### src/rtl/uart_irq_pkg.sv
package uart_irq_pkg;

  typedef enum logic [3:0] {
    ID_NONE   = 4'b0001,
    ID_LINE   = 4'b0110,
    ID_RXDATA = 4'b0100,
    ID_RXTO   = 4'b1100,
    ID_TXREQ  = 4'b0010,
    ID_MODEM  = 4'b0000
  } irq_id_e;

  // Encoded sources, index 0 is the highest priority
  localparam int NUM_SRC    = 5;
  localparam int SRC_LINE   = 0;
  localparam int SRC_RXDATA = 1;
  localparam int SRC_RXTO   = 2;
  localparam int SRC_TX     = 3;
  localparam int SRC_MODEM  = 4;

  // Enable vector positions
  localparam int EN_W     = 5;
  localparam int EN_RX    = 0;
  localparam int EN_TX    = 1;
  localparam int EN_LINE  = 2;
  localparam int EN_MODEM = 3;
  localparam int EN_ABL   = 4;

  typedef struct packed {
    logic [NUM_SRC-1:0] req;
    logic               abl;
    logic               fifo;
  } irq_state_t;

  function automatic irq_id_e src_code(input int idx);
    irq_id_e c;
    case (idx)
      SRC_LINE:   c = ID_LINE;
      SRC_RXDATA: c = ID_RXDATA;
      SRC_RXTO:   c = ID_RXTO;
      SRC_TX:     c = ID_TXREQ;
      default:    c = ID_MODEM;
    endcase
    return c;
  endfunction

endpackage

### src/rtl/uart_irq_src.sv
module uart_irq_src
  import uart_irq_pkg::*;
#(
  parameter int MSR_W = 4
) (
  input  logic             clk,
  input  logic             rst,
  input  logic             fifo_en,
  input  logic             line_err,
  input  logic             rx_avail,
  input  logic             rx_timeout,
  input  logic             rx_push,
  input  logic             rx_pop,
  input  logic             tx_cond,
  input  logic             tx_write,
  input  logic             tx_ack,
  input  logic [MSR_W-1:0] modem_chg,
  input  logic             abl_lock,
  input  logic [EN_W-1:0]  src_en,
  output irq_state_t       st
);

  logic            line_q, rxav_q, msr_q, abl_q, fifo_q;
  logic            to_pend, tx_pend, tx_cond_d;
  logic [EN_W-1:0] en_q;
  logic            tx_rise;

  assign tx_rise = tx_cond & ~tx_cond_d;

  always_ff @(posedge clk) begin
    if (rst) begin
      line_q    <= 1'b0;
      rxav_q    <= 1'b0;
      msr_q     <= 1'b0;
      abl_q     <= 1'b0;
      fifo_q    <= 1'b0;
      en_q      <= '0;
      to_pend   <= 1'b0;
      tx_pend   <= 1'b0;
      tx_cond_d <= 1'b0;
    end else begin
      line_q    <= line_err;
      rxav_q    <= rx_avail;
      msr_q     <= |modem_chg;
      abl_q     <= abl_lock;
      fifo_q    <= fifo_en;
      en_q      <= src_en;
      tx_cond_d <= tx_cond;
      // timeout survives only in FIFO mode; a new char or a read services it
      to_pend   <= fifo_en & ~rx_push & ~rx_pop & (to_pend | rx_timeout);
      // clearing events take precedence over a new rising condition
      if (tx_write || tx_ack) tx_pend <= 1'b0;
      else if (tx_rise)       tx_pend <= 1'b1;
    end
  end

  always_comb begin
    st.req             = '0;
    st.req[SRC_LINE]   = line_q  & en_q[EN_LINE];
    st.req[SRC_RXDATA] = rxav_q  & en_q[EN_RX];
    st.req[SRC_RXTO]   = to_pend & en_q[EN_RX];
    st.req[SRC_TX]     = tx_pend & en_q[EN_TX];
    st.req[SRC_MODEM]  = msr_q   & en_q[EN_MODEM];
    st.abl             = abl_q   & en_q[EN_ABL];
    st.fifo            = fifo_q;
  end

endmodule

### src/rtl/uart_irq_prio.sv
module uart_irq_prio
  import uart_irq_pkg::*;
(
  input  logic [NUM_SRC-1:0] req,
  output irq_id_e            id,
  output logic               pending
);

  // walk from lowest to highest so the highest active source is left last
  always_comb begin
    id      = ID_NONE;
    pending = 1'b0;
    for (int i = NUM_SRC - 1; i >= 0; i--) begin
      if (req[i]) begin
        id      = src_code(i);
        pending = 1'b1;
      end
    end
  end

endmodule

### src/rtl/uart_irq_ident.sv
module uart_irq_ident
  import uart_irq_pkg::*;
#(
  parameter int REG_W = 32,
  parameter int MSR_W = 4
) (
  input  logic             clk,
  input  logic             rst,
  input  logic             fifo_en,
  input  logic             line_err,
  input  logic             rx_avail,
  input  logic             rx_timeout,
  input  logic             rx_push,
  input  logic             rx_pop,
  input  logic             tx_cond,
  input  logic             tx_write,
  input  logic [MSR_W-1:0] modem_chg,
  input  logic             abl_lock,
  input  logic [4:0]       src_en,
  input  logic             rd_strobe,
  output logic [REG_W-1:0] iir,
  output logic             irq
);

  localparam int RSV_W = REG_W - 8;

  irq_state_t st;
  irq_id_e    id;
  logic       pending;
  logic       tx_ack;
  logic [REG_W-1:0] iir_q;
  logic       irq_q;

  // a read that observed the transmit code acknowledges it
  assign tx_ack = rd_strobe & (iir_q[3:0] == ID_TXREQ);

  uart_irq_src #(.MSR_W(MSR_W)) u_src (
    .clk        (clk),
    .rst        (rst),
    .fifo_en    (fifo_en),
    .line_err   (line_err),
    .rx_avail   (rx_avail),
    .rx_timeout (rx_timeout),
    .rx_push    (rx_push),
    .rx_pop     (rx_pop),
    .tx_cond    (tx_cond),
    .tx_write   (tx_write),
    .tx_ack     (tx_ack),
    .modem_chg  (modem_chg),
    .abl_lock   (abl_lock),
    .src_en     (src_en),
    .st         (st)
  );

  uart_irq_prio u_prio (
    .req     (st.req),
    .id      (id),
    .pending (pending)
  );

  always_ff @(posedge clk) begin
    if (rst) begin
      iir_q <= {{RSV_W{1'b0}}, 8'h01};
      irq_q <= 1'b0;
    end else begin
      iir_q <= {{RSV_W{1'b0}}, {2{st.fifo}}, 1'b0, st.abl, id};
      irq_q <= pending | st.abl;
    end
  end

  assign iir = iir_q;
  assign irq = irq_q;

endmodule

### config.mk
export PLATFORM = sky130hd
export DESIGN_NAME = uart_irq_ident
export DESIGN_NICKNAME = d
export VERILOG_FILES = /design/src/rtl/uart_irq_pkg.sv /design/src/rtl/uart_irq_src.sv /design/src/rtl/uart_irq_prio.sv /design/src/rtl/uart_irq_ident.sv
export SDC_FILE = /design/constraint.sdc
export NUM_CORES = 1
export LEC_CHECK = 0
export BUFFER_PORTS_ARGS = -buffer_cell sky130_fd_sc_hd__buf_2
export CORE_MARGIN = 8
export CORE_UTILIZATION = 38
export CTS_BUF_LIST = sky130_fd_sc_hd__clkbuf_4 sky130_fd_sc_hd__clkbuf_8
export DETAILED_ROUTE_END_ITERATION = 12
export PLACE_DENSITY = 0.77
export SKIP_LAST_GASP = 1
export SYNTH_ARGS = -nofsm -noshare
export SYNTH_HDL_FRONTEND = slang
export SYNTH_SLANG_ARGS = --single-unit
### constraint.sdc
create_clock -name clk -period 0.9 [get_ports clk]
set_input_delay 0.045 -clock clk [delete_from_list [all_inputs] [get_ports clk]]
set_output_delay 0.045 -clock clk [all_outputs]
set_load 0.02 [all_outputs]
# ---- Yosys cells after proc, flatten, opt, wreduce, memory -nomap -nowiden
# Index checks and enable logic that the tools add are counted.
dict set report totals {
  reg_bits 45
  input_bits 21
  output_inout_bits 33
}
dict set report classes {
  eq_ne 1
  muxes 10
  n_bitwise 16
  reduce_logical 4
}
# cell n
set op_table {}
lappend op_table {{$and 1x1->1} 11}
lappend op_table {{$mux 1} 6}
lappend op_table {{$mux 3} 2}
lappend op_table {{$eq 4x2->1 const B} 1}
lappend op_table {{$mux 4} 1}
lappend op_table {{$reduce_or 4->1} 1}
lappend op_table {{$not 1->1} 3}
lappend op_table {{$reduce_or 3->1} 1}
lappend op_table {{$mux 2} 1}
lappend op_table {{$or 1x1->1} 2}
lappend op_table {{$reduce_or 2->1} 1}
lappend op_table {{$logic_or 1x1->1} 1}

# ---- Longest topological paths before layout
dict set report logic_depth {
  depth_word 7
  ltp_mapped 4
}

# ---- Hierarchy
# From an unflattened synthesis, not the netlist that was laid out.
dict set report hier_totals {
  hier_cells 88
  area_unflattened_um2 869.6
}
# module n_inst cells_per_inst area_per_inst_um2 seq_area_each_um2
set modules_own_cells {}
lappend modules_own_cells {uart_irq_src 1 38 434.2 260.2}
lappend modules_own_cells {uart_irq_ident 1 44 394.1 140.1}
lappend modules_own_cells {uart_irq_prio 1 6 41.3 0.0}

# ---- Worst setup path after synthesis
# Ideal clock, no wire load.
dict set report synth_path {
  path_type {register -> register}
  from {register u_src.rxav_q}
  to {register irq_q (netlist: irq)}
  setup_ns 0.127
  arrival_time_ns 0.874
  slack_ns -0.100
  path_stages_with_launch 4
  synth_period_minus_slack_ns 1.000
  path_cell_list {dfxtp_1 -> o21ai_2 -> a21oi_2 -> or3_1}
}
dict set report synth_via {
  elab_chain_cells 4
}
# element line_no
set synth_rtl {}
lappend synth_rtl {{start: declaration} uart_irq_src.sv:23} ;# logic line_q, rxav_q, msr_q, abl_q, fifo_q;
lappend synth_rtl {{start signal: assignment} uart_irq_src.sv:43} ;# rxav_q <= rx_avail;
lappend synth_rtl {{$and 1x1->1} uart_irq_src.sv:60} ;# st.req[SRC_RXDATA] = rxav_q & en_q[EN_RX];
lappend synth_rtl {{$mux 1 (2 in a row)} uart_irq_prio.sv:14} ;# if (req[i]) begin
lappend synth_rtl {{$or 1x1->1} uart_irq_ident.sv:67} ;# irq_q <= pending | st.abl;
lappend synth_rtl {{end signal: assignment} uart_irq_ident.sv:67}
lappend synth_rtl {{end: declaration} uart_irq_ident.sv:32} ;# logic irq_q;
# No other way between the ends.
# A chain may end at the register's enable or synchronous reset.

# ---- Worst setup path in the final report
dict set report layout_path {
  from {register u_src.en_q[1]}
  to {register irq_q (netlist: irq)}
}
dict set report layout_via {
  elab_chain_cells 6
}
# element line_no
set layout_rtl {}
lappend layout_rtl {{start: declaration} uart_irq_src.sv:25} ;# logic [EN_W-1:0] en_q;
lappend layout_rtl {{start signal: assignment} uart_irq_src.sv:47} ;# en_q <= src_en;
lappend layout_rtl {{$and 1x1->1} uart_irq_src.sv:62} ;# st.req[SRC_TX] = tx_pend & en_q[EN_TX];
lappend layout_rtl {{$mux 1 (4 in a row)} uart_irq_prio.sv:14}
lappend layout_rtl {{$or 1x1->1} uart_irq_ident.sv:67}
# No other way between the ends.

==> summary.md <==
| Metric | Value |
|---|---|
| Static Leakage | 0.576 nW |
| WL per Instance | 11.7 µm |
| DR DRC count | 0 |
| Cells after synthesis | 82 |
| Cell variety after synth | 17 |
| Final Slew Violations | 0 |
| P per Cell Area | 1610 mW/mm² |
| Slowest cell on crit path | dfxtp_2 |
| CTS tree | yes |
| CTS buffer count | 3 |
| Crit path arrival time | 1.22 ns |
| Drt pass-1 iters | 2 |
| Sequential-to-total area share from yosys stat | 49.5% |
| First-pass GRT wire length | 2.93 mm |
| Ys Warns | 0 |
| Worst hold path depth | 3 |
| Fmax | 970 MHz |
| Row count | 16 |
| Initial DRC Count | 5 |
| Hold Slack | 0.0165 ns |
| Pin count of the biggest net entering global routing | 13 |
| Reg-to-reg startpoint | u_src.en_q[1]$_SDFF_PP0_ |
| Total wire length | 1.92 mm |
| Layout overhead on the synthesized area | 51.9% |
| Critical R2R Capture | irq$_SDFF_PP0_ |
| Layout cells sized above 1 | 39.4% |
| Final Util | 61.9% |
| Pwr Total | 1.97 mW |
| ANT cells | 0 |
| Failing checks | negative setup slack |
| Min Tclk post-route | 1.03 ns |
| Largest stage delay on the critical path | 0.34 ns |
| Unrepaired setup endpoints after global routing | yes |
| PortBufs | 28 |
| GRT Resource Usage Total | 8.97% |
| Final Hold Viols | 0 |
| Crit-path max FO | 2 |
| Setup WS post-layout | -0.131 ns |
| Die width | 62.1 µm |
| Synth Register Bits | 20 |
| Vias in the first global route | 736 |
| Worst Clk Skew | 0.00512 ns |
| Die height | 62.1 µm |
| Worst vdd ir | 1.07 mV |
| GPL Wtd Cong | 0.750 |
| Worst Path Required | 1.09 ns |
| Post-route ant nets | 0 |
| CP startpoint kind | flip-flop |
| Worst Reg-to-Reg Cells | 3 |
| Kind of critical path | flip-flop to flip-flop |
| Type of element capturing the critical path | flip-flop |
| Final period util | 115% |
| Worst-Skew Late Latency | 0.29 ns |
| H-tree depth | 1 |
| Syn avg cell area | 9.86 µm² |
| Final setup violation count | 2 |
| Total grt overflow | 0 |
| TritonCTS Sinks | 20 |
| CTS clk-pin slew, worst paths | 0.11 ns |
| Max-cap violations | 0 |
| Initial antenna violation count | 0 |
| Clock root cell | clkbuf_4 |
| Vias per cell | 4.02 |
| Core area | 0.00198 mm² |
| Die area | 0.00386 mm² |
| Longest Clk Path Bufs | 2 |
| Status | finished, violations left |
| I/O pin total | 54 |
| Vias | 659 |
| Hold wc startpoint | rx_timeout |
| Fin nets | 159 |
| Critical-path cell list | a22oi_2, nor2_2, or3_1 |
| DP Wirelength | 1.32 mm |
| Worst Hold Endpoint | u_src.to_pend$_SDFF_PP0_ |
| Setup TNS | -0.199 ns |
| R2R Setup Slk | -0.13 ns |
| Starting Density | 40.8% |
| Hold/Removal Path Class | primary input to flip-flop |
| Post-Syn Area | 808 µm² |
| Max FFs per register | 6 |
[routing by layer]
layer	share of wire, %	vias up	GRT usage, %	routed length (µm)
met5	0	-	0	0
met4	1.4	0	7.87	27
met3	11	2	4.66	217
met2	54	39	15.9	1050
met1	33	299	6.96	631
li1	-	319	-	-
[report_power, final]
group	switching, mW	leakage [nW]	internal [mW]
Clock	0.259	0.0279	0.450
Combinational	0.177	0.381	0.141
Sequential	0.0204	0.167	0.927
[per-stage QoR]
stage                     cell area [µm²]  setup WS, ns  std cells
after floorplan                       900       -0.0795        106
after global placement                900       -0.0860        138
after detailed placement              900        -0.129        138
after CTS                            1160        -0.130        163
after global routing                 1230        -0.141        164
final                                1230        -0.131        164
[what timing repair did]
| action | CTS | global route |
|---|---|---|
| hold buffers | 18 | 0 |
| resized for setup | 2 | 16 |
| buffers inserted | 3 | 2 |
| gates cloned | 0 | 0 |
| setup endpoints to repair | 2 | 11 |
| pin swaps | 2 | 6 |
| endpoints found under the hold margin | 13 | 0 |
[cells in the final DEF (no fill, tap or decap)]
cell / synthesis / routed
a21oi_2: 1 / 2
nor2b_1: 12 / 12
dfxtp_2: 0 / 4
buf_6: 1 / 1
nand3_2: 0 / 1
bufinv_16: 0 / 1
buf_4: 26 / 14
dfxtp_1: 20 / 16
o21ai_0: 1 / 1
nor2_1: 6 / 5
nand2_1: 3 / 3
nor4b_1: 3 / 1
buf_2: 0 / 22
nor4b_2: 0 / 2
or3_1: 1 / 1
conb_1: 1 / 25
o21ai_4: 0 / 1
nor2_2: 0 / 1
a21oi_1: 2 / 1
dlygate4sd3_1: 0 / 18
a22oi_2: 0 / 1
nor4_2: 0 / 1
clkbuf_4: 0 / 3
[worst max-delay path by stage]
stage               slack [ns]                startpoint        endpoint
floorplan                -0.08  u_src.to_pend$_SDFF_PP0_  irq$_SDFF_PP0_
global placement         -0.09  u_src.to_pend$_SDFF_PP0_  irq$_SDFF_PP0_
detailed placement       -0.13  u_src.to_pend$_SDFF_PP0_  irq$_SDFF_PP0_
CTS                      -0.13   u_src.rxav_q$_SDFF_PP0_  irq$_SDFF_PP0_
global route             -0.14  u_src.en_q[1]$_SDFF_PP0_  irq$_SDFF_PP0_
finish                   -0.13  u_src.en_q[1]$_SDFF_PP0_  irq$_SDFF_PP0_
[critical path: cells and delay by family, from the launching register on]
| family | cells | cell delay [ns] |
|---|---|---|
| simple gates | 2 | 0.41 |
| flops | 1 | 0.34 |
| compound gates | 1 | 0.18 |
[area by class of cell]
cell class,count,area (µm²)
sequential,20,405
clock buffer,3,22.5
timing repair buffer,55,407
multi-input combinational,58,329
clock inverter,1,30.0
fill,178,754
tap,27,33.8
[cells in the mapped netlist]
| library cell | instances | share of area (%) |
|---|---|---|
| a22oi_1 | 1 | 0.93 |
| conb_1 | 1 | 0.46 |
| o21ai_0 | 1 | 0.62 |
| nand3_1 | 1 | 0.62 |
| o21ai_2 | 1 | 1.1 |
| dfxtp_1 | 20 | 50 |
| nor2b_1 | 12 | 9.3 |
| a21oi_2 | 1 | 1.1 |
| clkbuf_2 | 1 | 0.62 |
| nor4_1 | 1 | 0.77 |
| a21oi_1 | 2 | 1.2 |
| nor4b_1 | 3 | 3.3 |
| or3_1 | 1 | 0.77 |
| buf_6 | 1 | 1.4 |
| nand2_1 | 3 | 1.4 |
| buf_4 | 26 | 24 |
| nor2_1 | 6 | 2.8 |
[logic make-up after synthesis]
logic type	share of synthesized area, %
compound gates	4.95
flops	49.5
simple gates	18.9
other cells	0.464
buf+inv	26.2
Note: power is estimated with default switching activity, not from simulation.
